--- src/rtl/cfgld_pkg.sv ---
package cfgld_pkg;

    typedef enum logic [2:0] {
        OP_START  = 3'd0,
        OP_RSTART = 3'd1,
        OP_WRITE  = 3'd2,
        OP_READ   = 3'd3,
        OP_STOP   = 3'd4
    } i2c_op_e;

    typedef enum logic [3:0] {
        S_WAIT_FREE,
        S_START,
        S_DEV_WR,
        S_PTR_HI,
        S_PTR_LO,
        S_RESTART,
        S_DEV_RD,
        S_READ,
        S_REG_WR,
        S_STOP,
        S_CTRL_RD,
        S_CTRL_WR,
        S_DONE,
        S_ABORT,
        S_FAIL
    } ld_state_e;

endpackage

--- src/rtl/cfgld_tracker.sv ---
// Counts received image bytes and assembles address/data records.
module cfgld_tracker #(
    parameter int IMAGE_LEN  = 135,
    parameter int REC_OFFSET = 18,
    parameter int REC_LEN    = 7,
    parameter int ADDR_W     = 32,
    parameter int DATA_W     = 32
) (
    input  logic              clk,
    input  logic              rst_n,
    input  logic              byte_stb,
    input  logic [7:0]        byte_in,
    output logic              rec_hit,
    output logic              image_end,
    output logic              next_last,
    output logic              all_rx,
    output logic [ADDR_W-1:0] rec_addr,
    output logic [DATA_W-1:0] rec_data
);
    localparam int NUM_REC = (IMAGE_LEN - REC_OFFSET) / REC_LEN;
    localparam int IDX_W   = $clog2(IMAGE_LEN + 1);
    localparam int REC_W   = $clog2(NUM_REC + 1);
    localparam int SLOT_W  = $clog2(REC_LEN);
    localparam int DBYTES  = DATA_W / 8;

    localparam logic [IDX_W-1:0]  IDX_FIRST = IDX_W'(REC_OFFSET);
    localparam logic [IDX_W-1:0]  IDX_LAST  = IDX_W'(IMAGE_LEN - 1);
    localparam logic [IDX_W-1:0]  IDX_END   = IDX_W'(IMAGE_LEN);
    localparam logic [REC_W-1:0]  REC_MAX   = REC_W'(NUM_REC);
    localparam logic [SLOT_W-1:0] SLOT_AHI  = SLOT_W'(0);
    localparam logic [SLOT_W-1:0] SLOT_ALO  = SLOT_W'(1);
    localparam logic [SLOT_W-1:0] SLOT_D0   = SLOT_W'(2);
    localparam logic [SLOT_W-1:0] SLOT_DL   = SLOT_W'(1 + DBYTES);
    localparam logic [SLOT_W-1:0] SLOT_END  = SLOT_W'(REC_LEN - 1);

    logic [IDX_W-1:0]  idx_q;
    logic [REC_W-1:0]  rec_q;
    logic [SLOT_W-1:0] slot_q;
    logic [15:0]       word_q;
    logic [DATA_W-1:0] data_q;
    logic              in_region;

    assign in_region = (idx_q >= IDX_FIRST) && (rec_q < REC_MAX);
    assign rec_hit   = byte_stb && in_region && (slot_q == SLOT_DL);
    assign image_end = byte_stb && (idx_q == IDX_LAST);
    assign next_last = (idx_q == IDX_LAST);
    assign all_rx    = (idx_q == IDX_END);
    assign rec_addr  = ADDR_W'({word_q, 2'b00});
    assign rec_data  = data_q;

    always_ff @(posedge clk or negedge rst_n) begin
        if (!rst_n) begin
            idx_q  <= '0;
            rec_q  <= '0;
            slot_q <= '0;
            word_q <= '0;
            data_q <= '0;
        end else if (byte_stb) begin
            idx_q <= idx_q + 1'b1;
            if (in_region) begin
                if (slot_q == SLOT_AHI) begin
                    word_q[15:8] <= byte_in;
                end else if (slot_q == SLOT_ALO) begin
                    word_q[7:0] <= byte_in;
                end else if (slot_q >= SLOT_D0 && slot_q <= SLOT_DL) begin
                    data_q <= {data_q[DATA_W-9:0], byte_in};
                end
                if (slot_q == SLOT_END) begin
                    slot_q <= '0;
                    rec_q  <= rec_q + 1'b1;
                end else begin
                    slot_q <= slot_q + 1'b1;
                end
            end
        end
    end
endmodule

--- src/rtl/cfgld_rmw.sv ---
// Captures the control register value and sets its enable bit.
module cfgld_rmw #(
    parameter int DATA_W = 32,
    parameter int EN_BIT = 31
) (
    input  logic              clk,
    input  logic              rst_n,
    input  logic              cap,
    input  logic [DATA_W-1:0] rd_value,
    output logic [DATA_W-1:0] wb_value
);
    localparam logic [DATA_W-1:0] EN_MASK = DATA_W'(1) << EN_BIT;

    logic [DATA_W-1:0] hold_q;

    always_ff @(posedge clk or negedge rst_n) begin
        if (!rst_n) begin
            hold_q <= '0;
        end else if (cap) begin
            hold_q <= rd_value;
        end
    end

    assign wb_value = hold_q | EN_MASK;
endmodule

--- src/rtl/cfgld_fsm.sv ---
// Sequencing state machine for the boot loader.
module cfgld_fsm
    import cfgld_pkg::*;
#(
    parameter logic [6:0]  DEV_ADDR = 7'h50,
    parameter logic [15:0] MEM_PTR  = 16'h0000
) (
    input  logic      clk,
    input  logic      rst_n,
    input  logic      cmd_done,
    input  logic      bus_busy,
    input  logic      rx_ack,
    input  logic      rec_hit,
    input  logic      image_end,
    input  logic      all_rx,
    input  logic      wr_ready,
    input  logic      rd_ready,
    output logic      cmd_valid,
    output i2c_op_e   cmd_op,
    output logic [7:0] cmd_wdata,
    output logic      byte_stb,
    output logic      wr_valid,
    output logic      sel_ctrl,
    output logic      rd_valid,
    output logic      done,
    output logic      error
);
    ld_state_e st, nxt;

    always_ff @(posedge clk or negedge rst_n) begin
        if (!rst_n) begin
            st <= S_WAIT_FREE;
        end else begin
            st <= nxt;
        end
    end

    always_comb begin
        nxt = st;
        unique case (st)
            S_WAIT_FREE: if (!bus_busy) nxt = S_START;
            S_START:     if (cmd_done) nxt = S_DEV_WR;
            S_DEV_WR:    if (cmd_done) nxt = rx_ack ? S_PTR_HI : S_ABORT;
            S_PTR_HI:    if (cmd_done) nxt = rx_ack ? S_PTR_LO : S_ABORT;
            S_PTR_LO:    if (cmd_done) nxt = rx_ack ? S_RESTART : S_ABORT;
            S_RESTART:   if (cmd_done) nxt = S_DEV_RD;
            S_DEV_RD:    if (cmd_done) nxt = rx_ack ? S_READ : S_ABORT;
            S_READ: begin
                if (cmd_done) begin
                    if (rec_hit) begin
                        nxt = S_REG_WR;
                    end else if (image_end) begin
                        nxt = S_STOP;
                    end
                end
            end
            S_REG_WR:    if (wr_ready) nxt = all_rx ? S_STOP : S_READ;
            S_STOP:      if (cmd_done) nxt = S_CTRL_RD;
            S_CTRL_RD:   if (rd_ready) nxt = S_CTRL_WR;
            S_CTRL_WR:   if (wr_ready) nxt = S_DONE;
            S_ABORT:     if (cmd_done) nxt = S_FAIL;
            S_DONE:      nxt = S_DONE;
            S_FAIL:      nxt = S_FAIL;
            default:     nxt = S_WAIT_FREE;
        endcase
    end

    always_comb begin
        cmd_valid = 1'b0;
        cmd_op    = OP_START;
        cmd_wdata = 8'h00;
        wr_valid  = 1'b0;
        sel_ctrl  = 1'b0;
        rd_valid  = 1'b0;
        done      = 1'b0;
        error     = 1'b0;
        unique case (st)
            S_START: begin
                cmd_valid = 1'b1;
                cmd_op    = OP_START;
            end
            S_DEV_WR: begin
                cmd_valid = 1'b1;
                cmd_op    = OP_WRITE;
                cmd_wdata = {DEV_ADDR, 1'b0};
            end
            S_PTR_HI: begin
                cmd_valid = 1'b1;
                cmd_op    = OP_WRITE;
                cmd_wdata = MEM_PTR[15:8];
            end
            S_PTR_LO: begin
                cmd_valid = 1'b1;
                cmd_op    = OP_WRITE;
                cmd_wdata = MEM_PTR[7:0];
            end
            S_RESTART: begin
                cmd_valid = 1'b1;
                cmd_op    = OP_RSTART;
            end
            S_DEV_RD: begin
                cmd_valid = 1'b1;
                cmd_op    = OP_WRITE;
                cmd_wdata = {DEV_ADDR, 1'b1};
            end
            S_READ: begin
                cmd_valid = 1'b1;
                cmd_op    = OP_READ;
            end
            S_REG_WR: wr_valid = 1'b1;
            S_STOP, S_ABORT: begin
                cmd_valid = 1'b1;
                cmd_op    = OP_STOP;
            end
            S_CTRL_RD: rd_valid = 1'b1;
            S_CTRL_WR: begin
                wr_valid = 1'b1;
                sel_ctrl = 1'b1;
            end
            S_DONE: done = 1'b1;
            S_FAIL: begin
                done  = 1'b1;
                error = 1'b1;
            end
            default: ;
        endcase
    end

    assign byte_stb = (st == S_READ) && cmd_done;
endmodule

--- src/rtl/eeprom_cfg_loader.sv ---
// Top level: I2C EEPROM boot configuration loader.
module eeprom_cfg_loader #(
    parameter logic [6:0]  DEV_ADDR   = 7'h50,
    parameter logic [15:0] MEM_PTR    = 16'h0000,
    parameter int          IMAGE_LEN  = 135,
    parameter int          REC_OFFSET = 18,
    parameter int          REC_LEN    = 7,
    parameter int          ADDR_W     = 32,
    parameter int          DATA_W     = 32,
    parameter logic [31:0] CTRL_ADDR  = 32'h0000_2130,
    parameter int          EN_BIT     = 31
) (
    input  logic              clk,
    input  logic              rst_n,
    output logic              cmd_valid,
    output logic [2:0]        cmd_op,
    output logic [7:0]        cmd_wdata,
    output logic              cmd_nack,
    input  logic              cmd_done,
    input  logic              bus_busy,
    input  logic              rx_ack,
    input  logic [7:0]        rx_data,
    output logic              wr_valid,
    output logic [ADDR_W-1:0] wr_addr,
    output logic [DATA_W-1:0] wr_data,
    input  logic              wr_ready,
    output logic              rd_valid,
    output logic [ADDR_W-1:0] rd_addr,
    input  logic [DATA_W-1:0] rd_data,
    input  logic              rd_ready,
    output logic              done,
    output logic              error
);
    import cfgld_pkg::*;

    localparam logic [ADDR_W-1:0] CTRL_A = ADDR_W'(CTRL_ADDR);

    i2c_op_e           op_e;
    logic              byte_stb, rec_hit, image_end, next_last, all_rx, sel_ctrl;
    logic [ADDR_W-1:0] rec_addr;
    logic [DATA_W-1:0] rec_data, wb_value;

    cfgld_fsm #(
        .DEV_ADDR (DEV_ADDR),
        .MEM_PTR  (MEM_PTR)
    ) i_fsm (
        .clk       (clk),
        .rst_n     (rst_n),
        .cmd_done  (cmd_done),
        .bus_busy  (bus_busy),
        .rx_ack    (rx_ack),
        .rec_hit   (rec_hit),
        .image_end (image_end),
        .all_rx    (all_rx),
        .wr_ready  (wr_ready),
        .rd_ready  (rd_ready),
        .cmd_valid (cmd_valid),
        .cmd_op    (op_e),
        .cmd_wdata (cmd_wdata),
        .byte_stb  (byte_stb),
        .wr_valid  (wr_valid),
        .sel_ctrl  (sel_ctrl),
        .rd_valid  (rd_valid),
        .done      (done),
        .error     (error)
    );

    cfgld_tracker #(
        .IMAGE_LEN  (IMAGE_LEN),
        .REC_OFFSET (REC_OFFSET),
        .REC_LEN    (REC_LEN),
        .ADDR_W     (ADDR_W),
        .DATA_W     (DATA_W)
    ) i_tracker (
        .clk       (clk),
        .rst_n     (rst_n),
        .byte_stb  (byte_stb),
        .byte_in   (rx_data),
        .rec_hit   (rec_hit),
        .image_end (image_end),
        .next_last (next_last),
        .all_rx    (all_rx),
        .rec_addr  (rec_addr),
        .rec_data  (rec_data)
    );

    cfgld_rmw #(
        .DATA_W (DATA_W),
        .EN_BIT (EN_BIT)
    ) i_rmw (
        .clk      (clk),
        .rst_n    (rst_n),
        .cap      (rd_valid && rd_ready),
        .rd_value (rd_data),
        .wb_value (wb_value)
    );

    assign cmd_op   = op_e;
    assign cmd_nack = (op_e == OP_READ) && next_last;
    assign wr_addr  = sel_ctrl ? CTRL_A : rec_addr;
    assign wr_data  = sel_ctrl ? wb_value : rec_data;
    assign rd_addr  = CTRL_A;
endmodule

--- config.mk ---
export PLATFORM = sky130hd
export DESIGN_NAME = eeprom_cfg_loader
export DESIGN_NICKNAME = d
export VERILOG_FILES = /design/src/rtl/cfgld_pkg.sv /design/src/rtl/cfgld_tracker.sv /design/src/rtl/cfgld_rmw.sv /design/src/rtl/cfgld_fsm.sv /design/src/rtl/eeprom_cfg_loader.sv
export SDC_FILE = /design/constraint.sdc
export NUM_CORES = 1
export LEC_CHECK = 0
export BUFFER_PORTS_ARGS = -buffer_cell sky130_fd_sc_hd__buf_2
export CORE_ASPECT_RATIO = 1.75
export CORE_UTILIZATION = 46
export DETAILED_ROUTE_END_ITERATION = 16
export GPL_ROUTABILITY_DRIVEN = 0
export PLACE_DENSITY = 0.76
export SKIP_CTS_REPAIR_TIMING = 1
export SLEW_MARGIN = 0
export SYNTH_ARGS = -nofsm -noshare
export SYNTH_HDL_FRONTEND = slang
export SYNTH_SLANG_ARGS = --single-unit
export TNS_END_PERCENT = 50
--- constraint.sdc ---
create_clock -name clk -period 2 [get_ports clk]
set_clock_uncertainty 0.05 [all_clocks]
set_input_delay 0.1 -clock clk [delete_from_list [all_inputs] [get_ports clk]]
set_output_delay 0.1 -clock clk [all_outputs]
set_load 0.01 [all_outputs]
==> run metrics <==
Worst Hold Path EP i_fsm.st[1]; Worst Path Required 2170 ps; core area 0.0107 sq mm; Crit Path Category reg2reg; r2r startpoint i_tracker.idx_q[0]; Fillers 805; asr flop ratio synth 1.00; Final Cell Area 0.00673 sq mm; Clock Tree Buf Depth 2; die height 141 um; Die Width 81.5 um; cell row count 50; Pre-antenna DRT Iters 4; worst hold path startpoint rx_ack; final setup fails 8; Ys Warns 0; hold depth 5; dpl cells 655; P_leak 3.60 nW; synthesized area 0.00508 sq mm; Max VDD drop 858 uV; Avg Cell Area, Syn 12.4 sq um; Worst-Margin Slew 530 ps; total global-route track usage 0.195; Primary FF master, synth dfrtp_1; commonest cells after routing, fill and taps aside 96 x dfrtp_1, 95 x buf_2, 55 x mux2_2, 53 x conb_1, 50 x mux2_1; H-tree levels 3; relative slew slack 0.647; # Max-Cap Violations 0; setup slack after layout -130 ps; drt total wl 11300 um; flop2flop setup slack -130 ps; total global routing overflow 0; Fmax 469 MHz; post-DP HPWL 7530 um; number of global-route vias before repair 3495; failing checks negative setup slack; Worst R2R Path Depth 7; Top Ports 160; Worst Path Max Fanout 8; status complete, but fails checks; clock sink total 99; clock root cell clkbuf_16; largest net degree at the start of global routing 100; Layout Cells excl Fill 717; worst skew pair latency 340 ps; CP Data Arrival Time 2300 ps; Startpoint Class flip-flop; Synth-to-Final Area Change 32.4%; Num CTS Buffers 9; Hold WC Path Type in2reg; reg-to-reg endpoint i_tracker.word_q[9]; initial antenna violation count 0; drt wl/cell 15.8 um; Vias 3591; input/output buffers 105; Tmin final 2130 ps; Cell Area, Placed 0.00578 sq mm; Post-synth EDFFs 0; fin nets 632; PwrDens 1040 mW/mm^2; layout cells sized above 1 0.407; DR vias/cell 5.01; Max Slew Vio Count 0; full die area 0.0115 sq mm; first-pass GRT wire length 16800 um; TritonCTS clock tree done; final hold vios 0; unique cell type count in the Yosys netlist 50; CTS clk-pin slew, worst paths 60 ps; post-detailed-route DRC marker count 0; ANT nets after route 0; commonest non-fill, non-tap cell in the layout dfrtp_1; # diodes 0; unrepaired setup endpoints after global routing yes; initial core utilization 0.475; crit end category flip-flop; initial drt markers 101; period utilization 1.07; sequential area share after synthesis 0.487; Post-Syn Instances 411; synthesis-stage register bit count 99; setup_tns -904 ps
## cell families after synthesis
| logic type | count (synthesis) | synth area share |
|---|---|---|
| multiplexers | 114 | 0.258 |
| buffers and inverters | 75 | 0.0982 |
| AO/OA/AOI/OAI | 24 | 0.0332 |
| XOR/XNOR | 12 | 0.0207 |
| flip-flops | 99 | 0.487 |
| adder cells (fa/ha/maj) | 3 | 0.00739 |
| AND/OR/NAND/NOR | 82 | 0.0933 |
| other | 2 | 0.00148 |
## critical path, stage by stage (launching register included)
cell and delay [ps]:
dfrtp_1 390, inv_2 90, ha_4 130, nor4_1 40, o22a_2 270, nand2b_4 150
or4_4 530, mux2_4 350
## synthesized netlist by cell type, types with 2 or more instances
library cell,instances,area [sq um]
mux2_2,55,619
and3_1,2,12.5
a21oi_1,6,30.0
nor2b_1,2,12.5
nor2_1,16,60.1
o21ai_0,2,10.0
clkbuf_1,8,30.0
buf_2,6,30.0
mux2_1,50,563
a2bb2oi_1,2,17.5
dfrtp_1,99,2480
conb_1,2,7.51
nand2_1,16,60.1
nor3_1,5,25.0
buf_4,56,420
nor3b_1,4,30.0
xnor2_1,7,61.3
inv_1,3,11.3
nand2b_1,9,56.3
nand3_1,2,10.0
xor2_1,5,43.8
mux2_4,8,120
and2_1,13,81.3
o21ai_1,2,10.0
nand4_1,4,25.0
ha_1,3,37.5
## metrics by stage
| stage | hold slack (ps) | utilization | setup WS, ps | total power [mW] |
|---|---|---|---|---|
| final | 177 | 0.629 | -130 | 7.01 |
| after global routing | 202 | 0.629 | -151 | 7.38 |
| after global placement | 143 | 0.540 | -64.9 | 4.67 |
| after floorplan | -246 | - | -47.3 | 4.02 |
| after detailed placement | 151 | 0.540 | -111 | 4.76 |
| after CTS | -216 | 0.572 | -119 | 6.75 |
## final cells by class
| type | count | area (sq um) | share of cell area |
|---|---|---|---|
| Sequential cell | 99 | 2480 | 0.369 |
| Multi-Input combinational cell | 288 | 2360 | 0.350 |
| Timing Repair Buffer | 180 | 1370 | 0.204 |
| Clock buffer | 11 | 243 | 0.0361 |
| Tap cell | 130 | 163 | 0.0242 |
| Clock inverter | 5 | 100 | 0.0149 |
| Inverter | 4 | 17.5 | 0.00260 |
## power breakdown
group	switching, mW	internal, mW	total [mW]
Clock	0.721	1.25	1.97
Sequential	0.281	2.42	2.70
Combinational	1.08	1.27	2.34
Total	2.08	4.94	7.01
## flip-flops by register name, summed over array words and instances (netlist names)
signal,cells
i_tracker.rec_data,32
i_tracker.rec_q,5
i_tracker.idx_q,8
i_fsm.st,4
i_tracker.word_q,16
i_rmw.hold_q,31
i_tracker.slot_q,3
## per-layer routing
metal	global-route usage	routed length, um
met5	0	0
met4	0.0808	289
met3	0.0388	404
met2	0.350	6360
met1	0.215	4260
## how the worst max path moves through the flow
| stage | from | end | cells after the start |
|---|---|---|---|
| 6_report | i_tracker.idx_q[0] | i_tracker.word_q[9] | 7 |
| 2_1_floorplan | i_tracker.idx_q[0] | i_tracker.word_q[10] | 8 |
| 5_1_grt | i_tracker.idx_q[0] | i_tracker.word_q[9] | 7 |
| 3_5_place_dp | i_tracker.idx_q[0] | i_tracker.word_q[9] | 7 |
| 3_3_place_gp | i_tracker.idx_q[0] | i_tracker.word_q[12] | 7 |
| 4_1_cts | i_tracker.idx_q[0] | i_tracker.word_q[9] | 7 |
No activity file was read; power rests on OpenSTA's default activity.
